`src/rtl/can_bit_sync_pkg.sv`:
```
package can_bit_sync_pkg;

    // Controller states: searching for bus idle, armed for start of frame, locked to a frame.
    typedef enum logic [1:0] {
        ST_WAIT_IDLE = 2'd0,
        ST_ARMED     = 2'd1,
        ST_FRAME     = 2'd2
    } sync_state_e;

    // Decoded rate configuration carried from the switch decoder to the datapath.
    typedef struct packed {
        logic [7:0] tc;     // prescaler terminal count (period - 1)
        logic [7:0] half;   // offset of the mid-bit sample from the boundary
        logic       bad;    // switches not exactly one-hot
    } rate_cfg_t;

    function automatic logic [7:0] half_of(input logic [7:0] tc);
        logic [8:0] per;
        per = {1'b0, tc} + 9'd1;
        return per[8:1];
    endfunction

endpackage

```
`src/rtl/can_bit_sync_rate.sv`:
```
module can_bit_sync_rate
    import can_bit_sync_pkg::*;
#(
    parameter int P_SLOW = 64,
    parameter int P_MID  = 32,
    parameter int P_FAST = 16
) (
    input  logic [2:0] rate_sel,
    output rate_cfg_t  cfg
);
    localparam logic [7:0] TC_SLOW = 8'(P_SLOW - 1);
    localparam logic [7:0] TC_MID  = 8'(P_MID - 1);
    localparam logic [7:0] TC_FAST = 8'(P_FAST - 1);

    logic [7:0] tc_sel;

    always_comb begin
        unique case (rate_sel)
            3'b001:  tc_sel = TC_SLOW;
            3'b010:  tc_sel = TC_MID;
            3'b100:  tc_sel = TC_FAST;
            default: tc_sel = TC_SLOW;
        endcase
        cfg.tc   = tc_sel;
        cfg.half = half_of(tc_sel);
        cfg.bad  = ($countones(rate_sel) != 1);
    end

endmodule

```
`src/rtl/can_bit_sync_rx.sv`:
```
module can_bit_sync_rx #(
    parameter int STAGES = 2
) (
    input  logic clk,
    input  logic rst,
    input  logic rx,
    output logic rx_s,
    output logic fall_edge
);
    logic [STAGES-1:0] chain;
    logic              rx_d;

    for (genvar i = 0; i < STAGES; i++) begin : g_stage
        if (i == 0) begin : g_first
            always_ff @(posedge clk) begin
                if (rst) chain[0] <= 1'b1;
                else     chain[0] <= rx;
            end
        end else begin : g_next
            always_ff @(posedge clk) begin
                if (rst) chain[i] <= 1'b1;
                else     chain[i] <= chain[i-1];
            end
        end
    end

    always_ff @(posedge clk) begin
        if (rst) rx_d <= 1'b1;
        else     rx_d <= chain[STAGES-1];
    end

    assign rx_s      = chain[STAGES-1];
    assign fall_edge = rx_d & ~rx_s;

endmodule

```
`src/rtl/can_bit_sync_presc.sv`:
```
module can_bit_sync_presc #(
    parameter int W = 8
) (
    input  logic         clk,
    input  logic         rst,
    input  logic         en,
    input  logic         restart,
    input  logic [W-1:0] tc,
    output logic [W-1:0] cnt
);
    always_ff @(posedge clk) begin
        if (rst || restart)  cnt <= '0;
        else if (!en)        cnt <= '0;
        else if (cnt >= tc)  cnt <= '0;
        else                 cnt <= cnt + 1'b1;
    end

    // a hard sync always lands the counter on the first clock of a bit
    p_restart_zero_r4: assert property (@(posedge clk) disable iff (rst)
        restart |=> (cnt == '0));

    // the counter never runs past its terminal count while the rate holds
    p_no_overrun_r5: assert property (@(posedge clk) disable iff (rst)
        (en && !restart && cnt <= tc) |=> ($stable(tc) -> (cnt <= tc)));

endmodule

```
`src/rtl/can_bit_sync_ctrl.sv`:
```
module can_bit_sync_ctrl
    import can_bit_sync_pkg::*;
#(
    parameter int IDLE_BITS = 11
) (
    input  logic        clk,
    input  logic        rst,
    input  logic        cfg_bad,
    input  logic        fall_edge,
    input  logic        rx_s,
    input  logic        at_half,
    input  logic        frame_done,
    output sync_state_e state,
    output logic        start,
    output logic        cnt_en
);
    localparam int OW = $clog2(IDLE_BITS + 1);
    localparam logic [OW-1:0] LAST_ONE = OW'(IDLE_BITS - 1);

    logic [OW-1:0] ones, ones_nxt;
    sync_state_e   nxt;

    always_comb begin
        nxt      = state;
        ones_nxt = ones;
        start    = 1'b0;
        if (cfg_bad) begin
            nxt      = ST_WAIT_IDLE;
            ones_nxt = '0;
        end else begin
            unique case (state)
                ST_WAIT_IDLE: begin
                    if (at_half) begin
                        if (!rx_s) begin
                            ones_nxt = '0;
                        end else if (ones == LAST_ONE) begin
                            nxt      = ST_ARMED;
                            ones_nxt = '0;
                        end else begin
                            ones_nxt = ones + 1'b1;
                        end
                    end
                end
                ST_ARMED: begin
                    if (fall_edge) begin
                        nxt   = ST_FRAME;
                        start = 1'b1;
                    end
                end
                ST_FRAME: begin
                    if (frame_done) begin
                        nxt      = ST_WAIT_IDLE;
                        ones_nxt = '0;
                    end
                end
                default: nxt = ST_WAIT_IDLE;
            endcase
        end
    end

    always_ff @(posedge clk) begin
        if (rst) begin
            state <= ST_WAIT_IDLE;
            ones  <= '0;
        end else begin
            state <= nxt;
            ones  <= ones_nxt;
        end
    end

    assign cnt_en = (state != ST_ARMED) && !cfg_bad;

    // a bad switch setting always sends the block back to the idle search
    p_cfg_forces_wait_r2: assert property (@(posedge clk) disable iff (rst)
        cfg_bad |=> (state == ST_WAIT_IDLE));

    // arming only happens on a recessive mid-bit sample
    p_arm_on_recessive_r3: assert property (@(posedge clk) disable iff (rst)
        (state == ST_ARMED && $past(state) == ST_WAIT_IDLE) |-> ($past(rx_s) && $past(at_half)));

    // a frame is entered only from the armed state on a falling edge
    p_frame_from_armed_r4: assert property (@(posedge clk) disable iff (rst)
        (state == ST_FRAME && $past(state) != ST_FRAME) |->
            ($past(state) == ST_ARMED && $past(fall_edge)));

    // frame-done leaves the frame in one cycle
    p_done_exits_r8: assert property (@(posedge clk) disable iff (rst)
        (state == ST_FRAME && frame_done) |=> (state == ST_WAIT_IDLE));

endmodule

```
`src/rtl/can_bit_sync.sv`:
```
module can_bit_sync
    import can_bit_sync_pkg::*;
#(
    parameter int P_SLOW      = 64,
    parameter int P_MID       = 32,
    parameter int P_FAST      = 16,
    parameter int IDLE_BITS   = 11,
    parameter int SYNC_STAGES = 2
) (
    input  logic       clk,
    input  logic       rst,
    input  logic       rx,
    input  logic [2:0] rate_sel,
    input  logic       frame_done,
    output logic       in_frame,
    output logic       boundary_stb,
    output logic       sample_stb,
    output logic       cfg_err
);
    rate_cfg_t   cfg;
    sync_state_e state;
    logic        rx_s, fall_edge, start, cnt_en;
    logic [7:0]  cnt;

    can_bit_sync_rate #(.P_SLOW(P_SLOW), .P_MID(P_MID), .P_FAST(P_FAST)) u_rate (
        .rate_sel (rate_sel),
        .cfg      (cfg)
    );

    can_bit_sync_rx #(.STAGES(SYNC_STAGES)) u_rx (
        .clk       (clk),
        .rst       (rst),
        .rx        (rx),
        .rx_s      (rx_s),
        .fall_edge (fall_edge)
    );

    can_bit_sync_ctrl #(.IDLE_BITS(IDLE_BITS)) u_ctrl (
        .clk        (clk),
        .rst        (rst),
        .cfg_bad    (cfg.bad),
        .fall_edge  (fall_edge),
        .rx_s       (rx_s),
        .at_half    (cnt == cfg.half),
        .frame_done (frame_done),
        .state      (state),
        .start      (start),
        .cnt_en     (cnt_en)
    );

    can_bit_sync_presc #(.W(8)) u_presc (
        .clk     (clk),
        .rst     (rst),
        .en      (cnt_en),
        .restart (start),
        .tc      (cfg.tc),
        .cnt     (cnt)
    );

    assign in_frame     = (state == ST_FRAME);
    assign boundary_stb = in_frame && (cnt == 8'd0);
    assign sample_stb   = in_frame && (cnt == cfg.half);
    assign cfg_err      = cfg.bad;

    // boundary and sample strobes never coincide
    p_strobe_excl_r6: assert property (@(posedge clk) disable iff (rst)
        !(boundary_stb && sample_stb));

    // a configuration fault leaves no frame behind it
    p_cfg_no_frame_r9: assert property (@(posedge clk) disable iff (rst)
        cfg_err |=> !in_frame);

    // nothing leaves the block in the cycle after reset
    p_reset_quiet_r10: assert property (@(posedge clk)
        rst |=> (!in_frame && !boundary_stb && !sample_stb));

endmodule

```
`config.mk`:
```
export PLATFORM = sky130hd
export DESIGN_NAME = can_bit_sync
export DESIGN_NICKNAME = d
export VERILOG_FILES = /design/src/rtl/can_bit_sync_pkg.sv /design/src/rtl/can_bit_sync_rate.sv /design/src/rtl/can_bit_sync_rx.sv /design/src/rtl/can_bit_sync_presc.sv /design/src/rtl/can_bit_sync_ctrl.sv /design/src/rtl/can_bit_sync.sv
export SDC_FILE = /design/constraint.sdc
export NUM_CORES = 1
export LEC_CHECK = 0
export BUFFER_PORTS_ARGS = -buffer_cell sky130_fd_sc_hd__buf_4
export CAP_MARGIN = 20
export CORE_MARGIN = 2
export CORE_UTILIZATION = 30
export DETAILED_ROUTE_END_ITERATION = 8
export HOLD_SLACK_MARGIN = 0.03
export PLACE_DENSITY_LB_ADDON = 0.1
export REMOVE_ABC_BUFFERS = 1
export SYNTH_ARGS = -nofsm -noshare
export SYNTH_HDL_FRONTEND = slang
export SYNTH_SLANG_ARGS = --single-unit
```
`constraint.sdc`:
```
create_clock -name clk -period 2.6 [get_ports clk]
set_clock_uncertainty 0.05 [all_clocks]
set_input_delay 0.26 -clock clk [delete_from_list [all_inputs] [get_ports clk]]
set_output_delay 0.26 -clock clk [all_outputs]
set_load 0.03 [all_outputs]
```
======== Yosys cells after proc, flatten, opt, wreduce, memory -nomap -nowiden ========
Index checks and enable logic that the tools add are counted.
word-level totals
  register bits ........................... 17
  bits in latches ......................... 0
  bits in writable memories ............... 0
  ROM bits ................................ 0
  bits of input ports ..................... 7
  word-level logic and storage cells ...... 55
  memories ................................ 0
cells by class
  add/subtract/negate cells ............... 5
  multiply operators ...................... 0
  div/mod/pow operators ................... 0
  $lt $le $gt $ge ......................... 1
  equal/unequal tests ..................... 13
  shifts and indexed selects .............. 0
  multiplexer cells ....................... 15
  bitwise gates (word level) .............. 3
  reductions and logical operators ........ 12
operator list
  operator                                             count
  adder 32 x 1 -> 32 bit                               1
  != test 32 x 2 -> 1 bit, second input constant       1
  two-way mux 4 bit                                    4
  one-hot mux 6 bit (2 select lines)                   1
  two-way mux 2 bit                                    5
  adder 8 x 1 -> 8 bit, second input constant          1
  equality test 8 bit                                  1
  greater-or-equal comparator 8 x 6 -> 1 bit           1
  logical NOT 8 bit                                    1
  one-hot mux 4 bit (2 select lines)                   1
  adder 6 x 1 -> 7 bit, second input constant          1
  != test 2 x 1 -> 1 bit, second input constant        3
  != test 2 bit, second input constant                 3
  one-hot mux 2 bit (3 select lines)                   1
  AND reduction 5 bit                                  1
  adder 4 x 1 -> 4 bit, second input constant          1
  equality test 4 bit, second input constant           1
  equality test 3 x 2 -> 1 bit, second input constant  1
  equality test 3 bit, second input constant           1
  logical AND 1 bit                                    3
  two-way mux 1 bit                                    3
  AND reduction 3 bit                                  1
  OR reduction 3 bit                                   1
  adder 1 x 1 -> 2 bit                                 1
  other kinds (9)                                      10

======== Depth between registers and ports, before layout ========
Gate-level depths: netlist of the first run.
  word-level depth ........................ 7
  depth in mapped cells ................... 9
  gate-level depth less buffers ........... 9

======== Cells and area by module ========
From an unflattened synthesis of the first run, not the netlist that was laid out.
second synthesis, totals
  cells, all modules ...................... 149
  area, all modules ....................... 1276.2 µm²
by module, submodules not included
  module              times used  cells an instance  area each (µm²)  sequential area each (µm²)
  can_bit_sync_presc  1           58                 546.8            160.2
  can_bit_sync_ctrl   1           43                 350.3            120.1
  can_bit_sync_rate   1           25                 167.7            0.0
  can_bit_sync        1           16                 126.4            0.0
  can_bit_sync_rx     1           7                  85.1             60.1

======== Worst setup path before layout of the first run ========
Ideal clock, no wire load.
  path kind ............................... input -> register
  start point ............................. in rate_sel[0]
  end point ............................... reg u_ctrl.ones[3]
  arrival time ............................ 2.056 ns
  setup slack ............................. 0.436 ns
  cell stages on the path ................. 9
  path buffers ............................ 0
  cells stage by stage .................... inv_1 > ha_1 > ha_1 > ha_1 > nor4b_1 > nand4_1 > nor3_1 > a31o_2 > a21o_1
on the way
  longest elaborated chain between the ends .. 6
  elaborated cells between the ends (all ways) .. 11
  those cells by class .................... 3 x add/sub; 5 x eq/ne; 1 x mux; 2 x reduce/logical
ends and longest elaborated chain
  element                                                                         RTL line                 source
  start, declared                                                                 can_bit_sync.sv:13       input logic [2:0] rate_sel,
  parallel branches: the longest is 6 deep, another holds adder 32 x 1 -> 32 bit  -
  end signal, assigned                                                            can_bit_sync_ctrl.sv:67  ones <= ones_nxt;
  end, declared                                                                   can_bit_sync_ctrl.sv:20  logic [OW-1:0] ones, ones_nxt;
Several ways; the timed one is not identified.
A chain may end at the register's enable or synchronous reset.

======== Worst setup path in the final report of the first run ========
  start point ............................. reg u_presc.cnt[0]
  end point ............................... out sample_stb
on the way
  longest elaborated chain between the ends .. 2
ends and longest elaborated chain
  element                 RTL line                  source
  start, declared         can_bit_sync_presc.sv:9   output logic [W-1:0] cnt
  start signal, assigned  can_bit_sync_presc.sv:15  else cnt <= cnt + 1'b1;
  equality test 8 bit     can_bit_sync.sv:62        assign sample_stb = in_frame && (cnt == cfg.half);
  logical AND 1 bit       can_bit_sync.sv:62
  end, declared           can_bit_sync.sv:17        output logic sample_stb,
No other way between the ends.

==> results of run 1 <==
kinds of logic (layout without fill, tap and decap cells):
group,after synthesis,count (layout),synth area share (%)
other,1,1,0.3737
multiplexers,1,1,0.9975
XOR/XNOR,6,6,5.238
adder cells (fa/ha/maj),12,12,15.71
AO/OA/AOI/OAI,14,14,13.09
flip-flops,17,17,33.92
buffers and inverters,10,25,4.488
AND/OR/NAND/NOR,50,50,26.19
power by group:
group          switching [W]  internal, W  leakage (nW)
combinational      0.0000329    0.0000282         0.352
clock              0.0000821    0.0000597        0.0150
sequential        0.00000205     0.000264         0.138
total               0.000117     0.000352         0.505
registers in the layout, summed over array words and instances (netlist names):
| signal | cells |
|---|---|
| u_presc.cnt | 8 |
| u_ctrl.ones | 4 |
| u_ctrl.state | 2 |
| u_rx.chain | 1 |
| u_rx.rx_d | 1 |
| u_rx.rx_s | 1 |
through the flow:
| step | cells | utilization (%) |
|---|---|---|
| final | 170 | 37.20 |
| after global routing | 170 | 37.20 |
| after CTS | 170 | 37.20 |
| after detailed placement | 166 | 36.36 |
| after global placement | 166 | 36.36 |
| after floorplan | 110 | - |
layout make-up:
type	count	area [um2]	area share [%]
Sequential cell	17	340.3	29.25
Timing Repair Buffer	12	90.09	7.742
Multi-Input combinational cell	84	618.1	53.12
Tap cell	44	55.05	4.731
Inverter	9	33.78	2.903
Clock buffer	4	26.28	2.258
layout by cell type (no fill, tap or decap), types with 2 or more instances in the layout:
cell	instances
and2_1	3
dfxtp_1	17
nand2_1	6
o21ai_0	2
ha_1	11
a21o_1	2
a21oi_1	2
and3_1	2
clkbuf_4	3
inv_1	9
or2_2	5
nor4b_1	2
nand2b_1	3
nor2_1	16
nand4_1	2
nor3_1	3
nand3_1	4
xnor2_1	3
xor2_1	3
buf_4	12
final timing paths:
path,end,cells after the start
setup / recovery,sample_stb,7
setup reg to reg,u_ctrl.ones[0],7
hold reg to reg,u_rx.rx_s,1
hold / removal,u_rx.chain[0],2
routing by layer:
metal | GRT usage, % | routed length, um | vias to the layer above
li1 | - | - | 403
met1 | 15.68 | 1012 | 349
met2 | 16.69 | 781 | 11
met3 | 2.484 | 70 | 4
met4 | 6.383 | 27 | 0
met5 | 0 | 0 | -
worst max-delay path, cell delays in order, from the launching register on:
cell and delay, ps:
dfxtp_1 340, inv_1 60, ha_1 130, nor4b_1 360
nand2_1 180, a21oi_1 180, and2_1 150, buf_4 150
==> results.json, run 1 <==
{
  "numCtsBuffers": 3,
  "place_ws_ps": 254.4,
  "ios": 11,
  "routed_wl_mm": 1.891,
  "post-route-min-period_ps": 2165,
  "first_pass_iters": 4,
  "clock.fmax_mhz": 461.9,
  "cts_setup_buffers": 0,
  "hold_viol": 0,
  "synthTopCellsByCount": "17 x dfxtp_1, 16 x nor2_1, 11 x ha_1",
  "die_w_um": 61.84,
  "synth.most_common_cell": "dfxtp_1",
  "synth-seq-cells": 17,
  "drtAntennaViolNets": 0,
  "hold_class": "input pin to flip-flop",
  "start_kind": "flip-flop",
  "r2r_start": "u_presc.cnt[0]",
  "p_per_area_nw_per_um2": 402.8,
  "clock-root-buffer": "clkbuf_4",
  "whs_ps": 97.90,
  "cts_sinks": 17,
  "status": "complete, no violations",
  "total_power_w": 0.0004687,
  "fp.dieH_um": 61.84,
  "slew_violations": 0,
  "fillers": 324,
  "grt_pass1_wl_mm": 3.146,
  "synth_top_area_cell": "dfxtp_1",
  "synthArstFlopShare_pct": 0,
  "cts_tree": "built",
  "rsz0062_at_grt": "no",
  "nets": 146,
  "endpoint_kind": "primary output",
  "yosys-top-cells-area": "dfxtp_1 34%, ha_1 14%, nor2_1 6.0%",
  "synth_edf_count": 0,
  "cp_max_fo": 4,
  "synth_area_um2": 1003,
  "n_antenna_cell": 0,
  "ctsHoldBuffers": 0,
  "min_period_over_period_pct": 83.27,
  "ys.warnings.count": 0,
  "route.detailed.wl_per_inst_um": 11.12,
  "cts_buffer_depth": 2,
  "p_leak_nw": 0.5049,
  "critPathArrivalTime_ps": 1860,
  "path_clk_slew_ps": 100,
  "drc": 0,
  "grt-ovfl-total": 0,
  "coreArea_um2": 3128,
  "die-area_um2": 3824,
  "viasPerCell": 4.512,
  "areaGrowthSynthToFinish_pct": 15.96,
  "worstPathRequired_ps": 2290,
  "floorplan.initialDensity_pct": 32.08,
  "irDropWorstVdd_v": 0.0001957,
  "crit_path_start": "u_presc.cnt[0]",
  "crit_type": "flip-flop to primary output",
  "grt_use_total_pct": 11.46,
  "grt_max_degree": 10,
  "syn_inst": 111,
  "clkLatencyLatePin_ps": 290,
  "antenna_found_initial": 0,
  "drive_gt1_share_pct": 20.63,
  "finalWorstSetupSlack_ps": 434.9,
  "synth_top_area_share_pct": 33.92,
  "fin_area_um2": 1164,
  "setup_violations": 0,
  "min_from": "rx",
  "ys.flop_type": "dfxtp_1",
  "fin_setup_tns_ps": 0,
  "r2r_slack_ps": 670,
  "max-cap-violations": 0,
  "yosys.cell_types.count": 34,
  "synth-seq-area-share_pct": 33.92,
  "avgSynthCellArea_um2": 9.040,
  "row_count": 20,
  "vias": 767,
  "grt_pass1_vias": 733,
  "drt_iter0_markers": 38,
  "htreeDepth": 1,
  "gp_congestion": 0.7739,
  "dp_hpwl_mm": 1.519,
  "place_area_um2": 1137,
  "port_buffers": 10,
  "cts-resized-gates": 0
}
Note: power is estimated with default switching activity, not from simulation.
==> run 2: changes to the inputs <==
--- a/config.mk
+++ b/config.mk
@@ -5,6 +5,7 @@
 export SDC_FILE = /design/constraint.sdc
 export NUM_CORES = 1
 export LEC_CHECK = 0
+export ABC_AREA = 1
 export BUFFER_PORTS_ARGS = -buffer_cell sky130_fd_sc_hd__buf_4
 export CAP_MARGIN = 20
 export CORE_MARGIN = 2
==> constraint.sdc (replaced) <==
create_clock -name clk -period 1.8 [get_ports clk]
set_clock_uncertainty 0.05 [all_clocks]
set_input_delay 0.18 -clock clk [delete_from_list [all_inputs] [get_ports clk]]
set_output_delay 0.18 -clock clk [all_outputs]
set_load 0.03 [all_outputs]
==> run 2 against run 1 <==
Power grew 54%. Global-route usage up 0.69 points. Final cell count up 28%. Clock-buffer cell count stayed put. Worst setup slack lost 350 ps. Sequential cell count is the same. Core utilization grew 4.9 points. Die area rose by 5.0%. Non-clock buffer count rose by 14. Via count grew 22%.
==> results.json, run 2 <==
{
  "status": "complete, no violations",
  "hold_class": "input pin to flip-flop",
  "grt_use_total_pct": 12.15,
  "vias": 938,
  "avgSynthCellArea_um2": 7.498,
  "floorplan.initialDensity_pct": 31.44,
  "synth.most_common_cell": "nand2_1",
  "cts_buffer_depth": 2,
  "cts_tree": "built",
  "die-area_um2": 4015,
  "syn_inst": 141,
  "routed_wl_mm": 2.242,
  "total_power_w": 0.0007241,
  "largest_reg_flops": 8,
  "viasPerCell": 4.323,
  "numCtsBuffers": 3,
  "coreArea_um2": 3363,
  "final_cell_mix": "22 x buf_4, 19 x nor2_1, 18 x inv_1, 18 x nand2_1, 14 x dfxtp_1",
  "drtAntennaViolNets": 0,
  "crit_type": "flip-flop to primary output",
  "cp_max_fo": 2,
  "dp_hpwl_mm": 1.653,
  "synth_edf_count": 0,
  "setup_violations": 0,
  "htreeDepth": 1,
  "grt-ovfl-total": 0,
  "fillers": 380,
  "gp_congestion": 0.8185,
  "synth-seq-area-share_pct": 32.19,
  "ios": 11,
  "cts_sinks": 17,
  "drc": 0,
  "final_common_cell": "buf_4",
  "nets": 191,
  "slew_violations": 0,
  "yosys.cell_types.count": 25,
  "port_buffers": 10,
  "antenna_found_initial": 0,
  "largest-register": "u_presc.cnt",
  "synthTopCellsByCount": "25 x nand2_1, 21 x inv_1, 20 x nor2_1",
  "endpoint_kind": "primary output",
  "clock-root-buffer": "clkbuf_4",
  "synth_top_area_cell": "dfxtp_1",
  "hold_viol": 0,
  "drt_iter0_markers": 24,
  "synth-seq-cells": 17,
  "min_period_over_period_pct": 95.09,
  "synth_top_area_share_pct": 32.19,
  "first_pass_iters": 6,
  "path_clk_slew_ps": 100,
  "worstPathRequired_ps": 1570,
  "synthArstFlopShare_pct": 0,
  "irDropWorstVdd_v": 0.0001891,
  "route.detailed.wl_per_inst_um": 10.33,
  "areaGrowthSynthToFinish_pct": 33.85,
  "p_per_area_nw_per_um2": 511.7,
  "fin_area_um2": 1415,
  "n_antenna_cell": 0,
  "grt_max_degree": 10,
  "largestRegisters": "u_presc.cnt: 8 flops, u_ctrl.ones: 4 flops, u_ctrl.state: 2 flops",
  "grt_pass1_wl_mm": 3.857,
  "synth_area_um2": 1057,
  "ys.warnings.count": 0,
  "grt_pass1_vias": 967,
  "place_area_um2": 1235,
  "clkLatencyLatePin_ps": 300,
  "clock.fmax_mhz": 584.2,
  "ys.flop_type": "dfxtp_1",
  "max-cap-violations": 0,
  "critPathArrivalTime_ps": 1480,
  "yosys-top-cells-area": "dfxtp_1 32%, ha_1 13%, nand2_1 8.9%",
  "fin_util_pct": 42.08,
  "row_count": 21,
  "die_w_um": 63.37,
  "fp.dieH_um": 63.37,
  "drive_gt1_share_pct": 39.18,
  "post-route-min-period_ps": 1712,
  "p_leak_nw": 0.6525,
  "start_kind": "flip-flop",
  "fin_setup_tns_ps": 0
}
-- run 2: final timing paths --
check,from,end,slack [ps],depth (start not counted)
max,u_presc.cnt[5],sample_stb,90,8
min,frame_done,u_ctrl.state[1],120,4
max reg2reg,u_presc.cnt[5],u_ctrl.ones[1],140,13
min reg2reg,u_rx.chain[0],u_rx.rx_s,380,1
-- run 2: kinds of logic (layout without fill, tap and decap cells) --
group	count (synthesis)	count (layout)	synth area share, %
compound gates	7	7	3.787
xor+xnor	5	5	4.142
flops	17	17	32.19
buf+inv	27	57	9.586
other cells	1	1	0.3547
simple gates	72	72	35.03
fa+ha+maj	12	12	14.91
-- run 2: worst max-delay path: stages, from the launching register on --
cell and delay [ps]:
dfxtp_2 350, ha_4 260, nand2_1 40, inv_1 60, nand3_2 60, nor2_2 100
nand2_1 70, nor2_2 110, buf_6 140
-- run 2: final cells by class --
| type | instances | area, um2 | area share (%) |
|---|---|---|---|
| inverter | 27 | 103.9 | 7.339 |
| clock buffer | 4 | 26.28 | 1.857 |
| tap | 46 | 57.56 | 4.067 |
| multi-input combinational | 97 | 676.9 | 47.83 |
| sequential | 17 | 344.1 | 24.31 |
| timing repair buffer | 26 | 206.4 | 14.59 |
-- run 2: per-layer routing --
metal	track usage, %	vias up	routed length (um)
li1	-	489	-
met1	13.79	430	925
met2	21.05	12	1194
met3	3.036	7	66
met4	5.978	0	55
met5	0	-	0
-- run 2: timing repair --
item,4_1_cts,5_1_grt
pin swaps,6,6
resized for setup,7,16
setup endpoints to repair,1,7
hold buffers,3,0
setup buffers,8,0
hold endpoints to repair,2,0
-- run 2: metrics by stage --
step / setup slack (ps) / instances / hold slack, ps
final: 88.33 / 217 / 124.0
after global routing: -14.57 / 217 / 152.9
after CTS: 5.473 / 218 / 136.9
after detailed placement: -42.13 / 203 / 321.5
after global placement: -17.64 / 203 / 320.8
after floorplan: -151.1 / 141 / 233.8
-- run 2: report_power, final --
| part | leakage, nW | switching [W] | internal (W) |
|---|---|---|---|
| Clock | 0.0150 | 0.000128 | 0.0000864 |
| Combinational | 0.498 | 0.0000651 | 0.0000589 |
| Sequential | 0.140 | 0.00000340 | 0.000382 |
==> run 3: changes to the inputs <==
--- a/config.mk
+++ b/config.mk
@@ -5,7 +5,7 @@
 export SDC_FILE = /design/constraint.sdc
 export NUM_CORES = 1
 export LEC_CHECK = 0
-export ABC_AREA = 1
+export ABC_AREA = 0
 export BUFFER_PORTS_ARGS = -buffer_cell sky130_fd_sc_hd__buf_4
 export CAP_MARGIN = 20
 export CORE_MARGIN = 2
@@ -14,6 +14,7 @@
 export HOLD_SLACK_MARGIN = 0.03
 export PLACE_DENSITY_LB_ADDON = 0.1
 export REMOVE_ABC_BUFFERS = 1
+export SETUP_SLACK_MARGIN = 0.2
 export SYNTH_ARGS = -nofsm -noshare
 export SYNTH_HDL_FRONTEND = slang
 export SYNTH_SLANG_ARGS = --single-unit
==> run 3 against run 2 <==
Core utilization up 7.9 points. Critical path depth decreased by 3. Maximum frequency down 4.6%. Largest cell class unchanged. Sequential share of layout area shrank 2.1 points. Die area fell by 4.8%. Register-to-register slack worse by 90 ps. Power rose by 5.5%. Critical endpoint unchanged. Worst hold slack got worse by 40 ps. Largest power group unchanged.
==> results.json, run 3 (synthesis gave the netlist of run 1 again) <==
{
  "switchingPower_w": 0.0002026,
  "drt_iter0_markers": 17,
  "viasPerCell": 4.474,
  "die_w_um": 61.84,
  "dp_hpwl_mm": 1.616,
  "place_ws_ps": -450.5,
  "clock-root-buffer": "clkbuf_4",
  "final_cell_mix": "24 x buf_4, 13 x nor2_1, 12 x dfxtp_1",
  "pwr-share-comb_pct": 22.1,
  "status": "complete, no violations",
  "cp_max_fo": 2,
  "hold_class": "input pin to flip-flop",
  "p_seq_share_pct": 50.4,
  "antenna_found_initial": 0,
  "nets": 170,
  "drc": 0,
  "fp.dieH_um": 61.84,
  "path_clk_slew_ps": 100,
  "slew_violations": 0,
  "largest-register": "u_presc.cnt",
  "drive_gt1_share_pct": 51.33,
  "sw_frac_of_total_pct": 26.53,
  "largest_reg_flops": 8,
  "worstPathRequired_ps": 1570,
  "ios": 11,
  "port_buffers": 10,
  "largestRegisters": "u_presc.cnt: 8 flops, u_ctrl.ones: 4 flops, u_ctrl.state: 2 flops",
  "grt_max_degree": 12,
  "cts_sinks": 17,
  "fin_area_um2": 1563,
  "whs_ps": 84.13,
  "irDropWorstVdd_v": 0.0004113,
  "areaGrowthSynthToFinish_pct": 55.74,
  "grt-ovfl-total": 0,
  "max-cap-violations": 0,
  "fin_cells": 194,
  "p_int_w": 0.0005611,
  "place_area_um2": 1272,
  "finalWorstSetupSlack_ps": 6.229,
  "dp.cells": 184,
  "final_common_cell": "buf_4",
  "grt_use_total_pct": 12.17,
  "route.detailed.wl_per_inst_um": 11.19,
  "coreArea_um2": 3128,
  "crit_type": "flip-flop to primary output",
  "htreeDepth": 1,
  "numCtsBuffers": 3,
  "endpoint_kind": "primary output",
  "first_pass_iters": 4,
  "post-route-min-period_ps": 1794,
  "die-area_um2": 3824,
  "start_kind": "flip-flop",
  "vias": 868,
  "cts_tree": "built",
  "rsz0062_at_grt": "yes",
  "hold_viol": 0,
  "clkLatencyLatePin_ps": 290,
  "p_clk_share_pct": 27.5,
  "floorplan.initialDensity_pct": 32.08,
  "gp_congestion": 0.8647,
  "min_period_over_period_pct": 99.65,
  "routed_wl_mm": 2.170,
  "critPathArrivalTime_ps": 1560,
  "p_per_area_nw_per_um2": 488.7,
  "p_leak_nw": 0.6701,
  "grt_pass1_vias": 798,
  "setup_violations": 0,
  "clock.fmax_mhz": 557.5,
  "r2r_slack_ps": 50,
  "n_antenna_cell": 0,
  "total_power_w": 0.0007637,
  "cts_buffer_depth": 2,
  "drtAntennaViolNets": 0,
  "row_count": 20,
  "grt_pass1_wl_mm": 3.394
}
[run 3: power groups by stage]
| stage | registers, W | logic, W | clock network (W) |
|---|---|---|---|
| CTS | 0.000385 | 0.000154 | 0.000222 |
| detailed placement | 0.000392 | 0.000113 | 0 |
| global placement | 0.000392 | 0.000112 | 0 |
| global route | 0.000386 | 0.000182 | 0.000247 |
| floorplan | 0.000392 | 0.0000549 | 0 |
| finish | 0.000385 | 0.000169 | 0.000210 |
[run 3: layout make-up]
class / count / area [um2]
inverters: 9 / 43.79
fillers: 310 / 1565
repair buffers: 36 / 321.6
flip-flops and latches: 17 / 346.6
well taps: 44 / 55.05
clock buffers: 3 / 22.52
clock inverters: 1 / 7.507
multi-input cells: 84 / 765.7
[run 3: worst max-delay path: stages, from the launching register on]
cell     delay (ps)
dfxtp_2         340
xor2_1          150
or3_4           360
a21oi_4         140
and2_4          150
buf_6           120
[run 3: stage by stage]
| step | utilization, % | TNS (ps) |
|---|---|---|
| 6_report | 49.96 | 0 |
| 3_3_place_gp | 40.68 | -2520 |
| 4_1_cts | 47.52 | -15.72 |
| 3_5_place_dp | 40.68 | -2929 |
| 5_1_grt | 49.96 | -189.0 |
| 2_1_floorplan | - | -2007 |
[run 3: worst paths after layout]
| kind | startpoint | end | depth (start not counted) |
|---|---|---|---|
| hold / removal | rst | u_rx.chain[0] | 2 |
| setup reg to reg | u_presc.cnt[0] | u_ctrl.ones[2] | 11 |
| hold reg to reg | u_rx.chain[0] | u_rx.rx_s | 1 |
| setup / recovery | u_presc.cnt[3] | sample_stb | 5 |
[run 3: routing by layer]
layer  global-route usage [%]  share of wire [%]  vias to the layer above
li1                         -                  -                      454
met1                    14.74                 47                      401
met4                    2.736               0.83                        0
met3                    3.727                2.9                        2
met2                    21.20                 49                       11
met5                        0                  0                        -
[run 3: repair_timing]
item | CTS | global route
buffers inserted | 2 | 3
endpoints found under the hold margin | 1 | 0
hold buffers | 1 | 0
pin swaps | 15 | 7
gates resized for setup | 39 | 15
setup endpoints to repair | 15 | 15
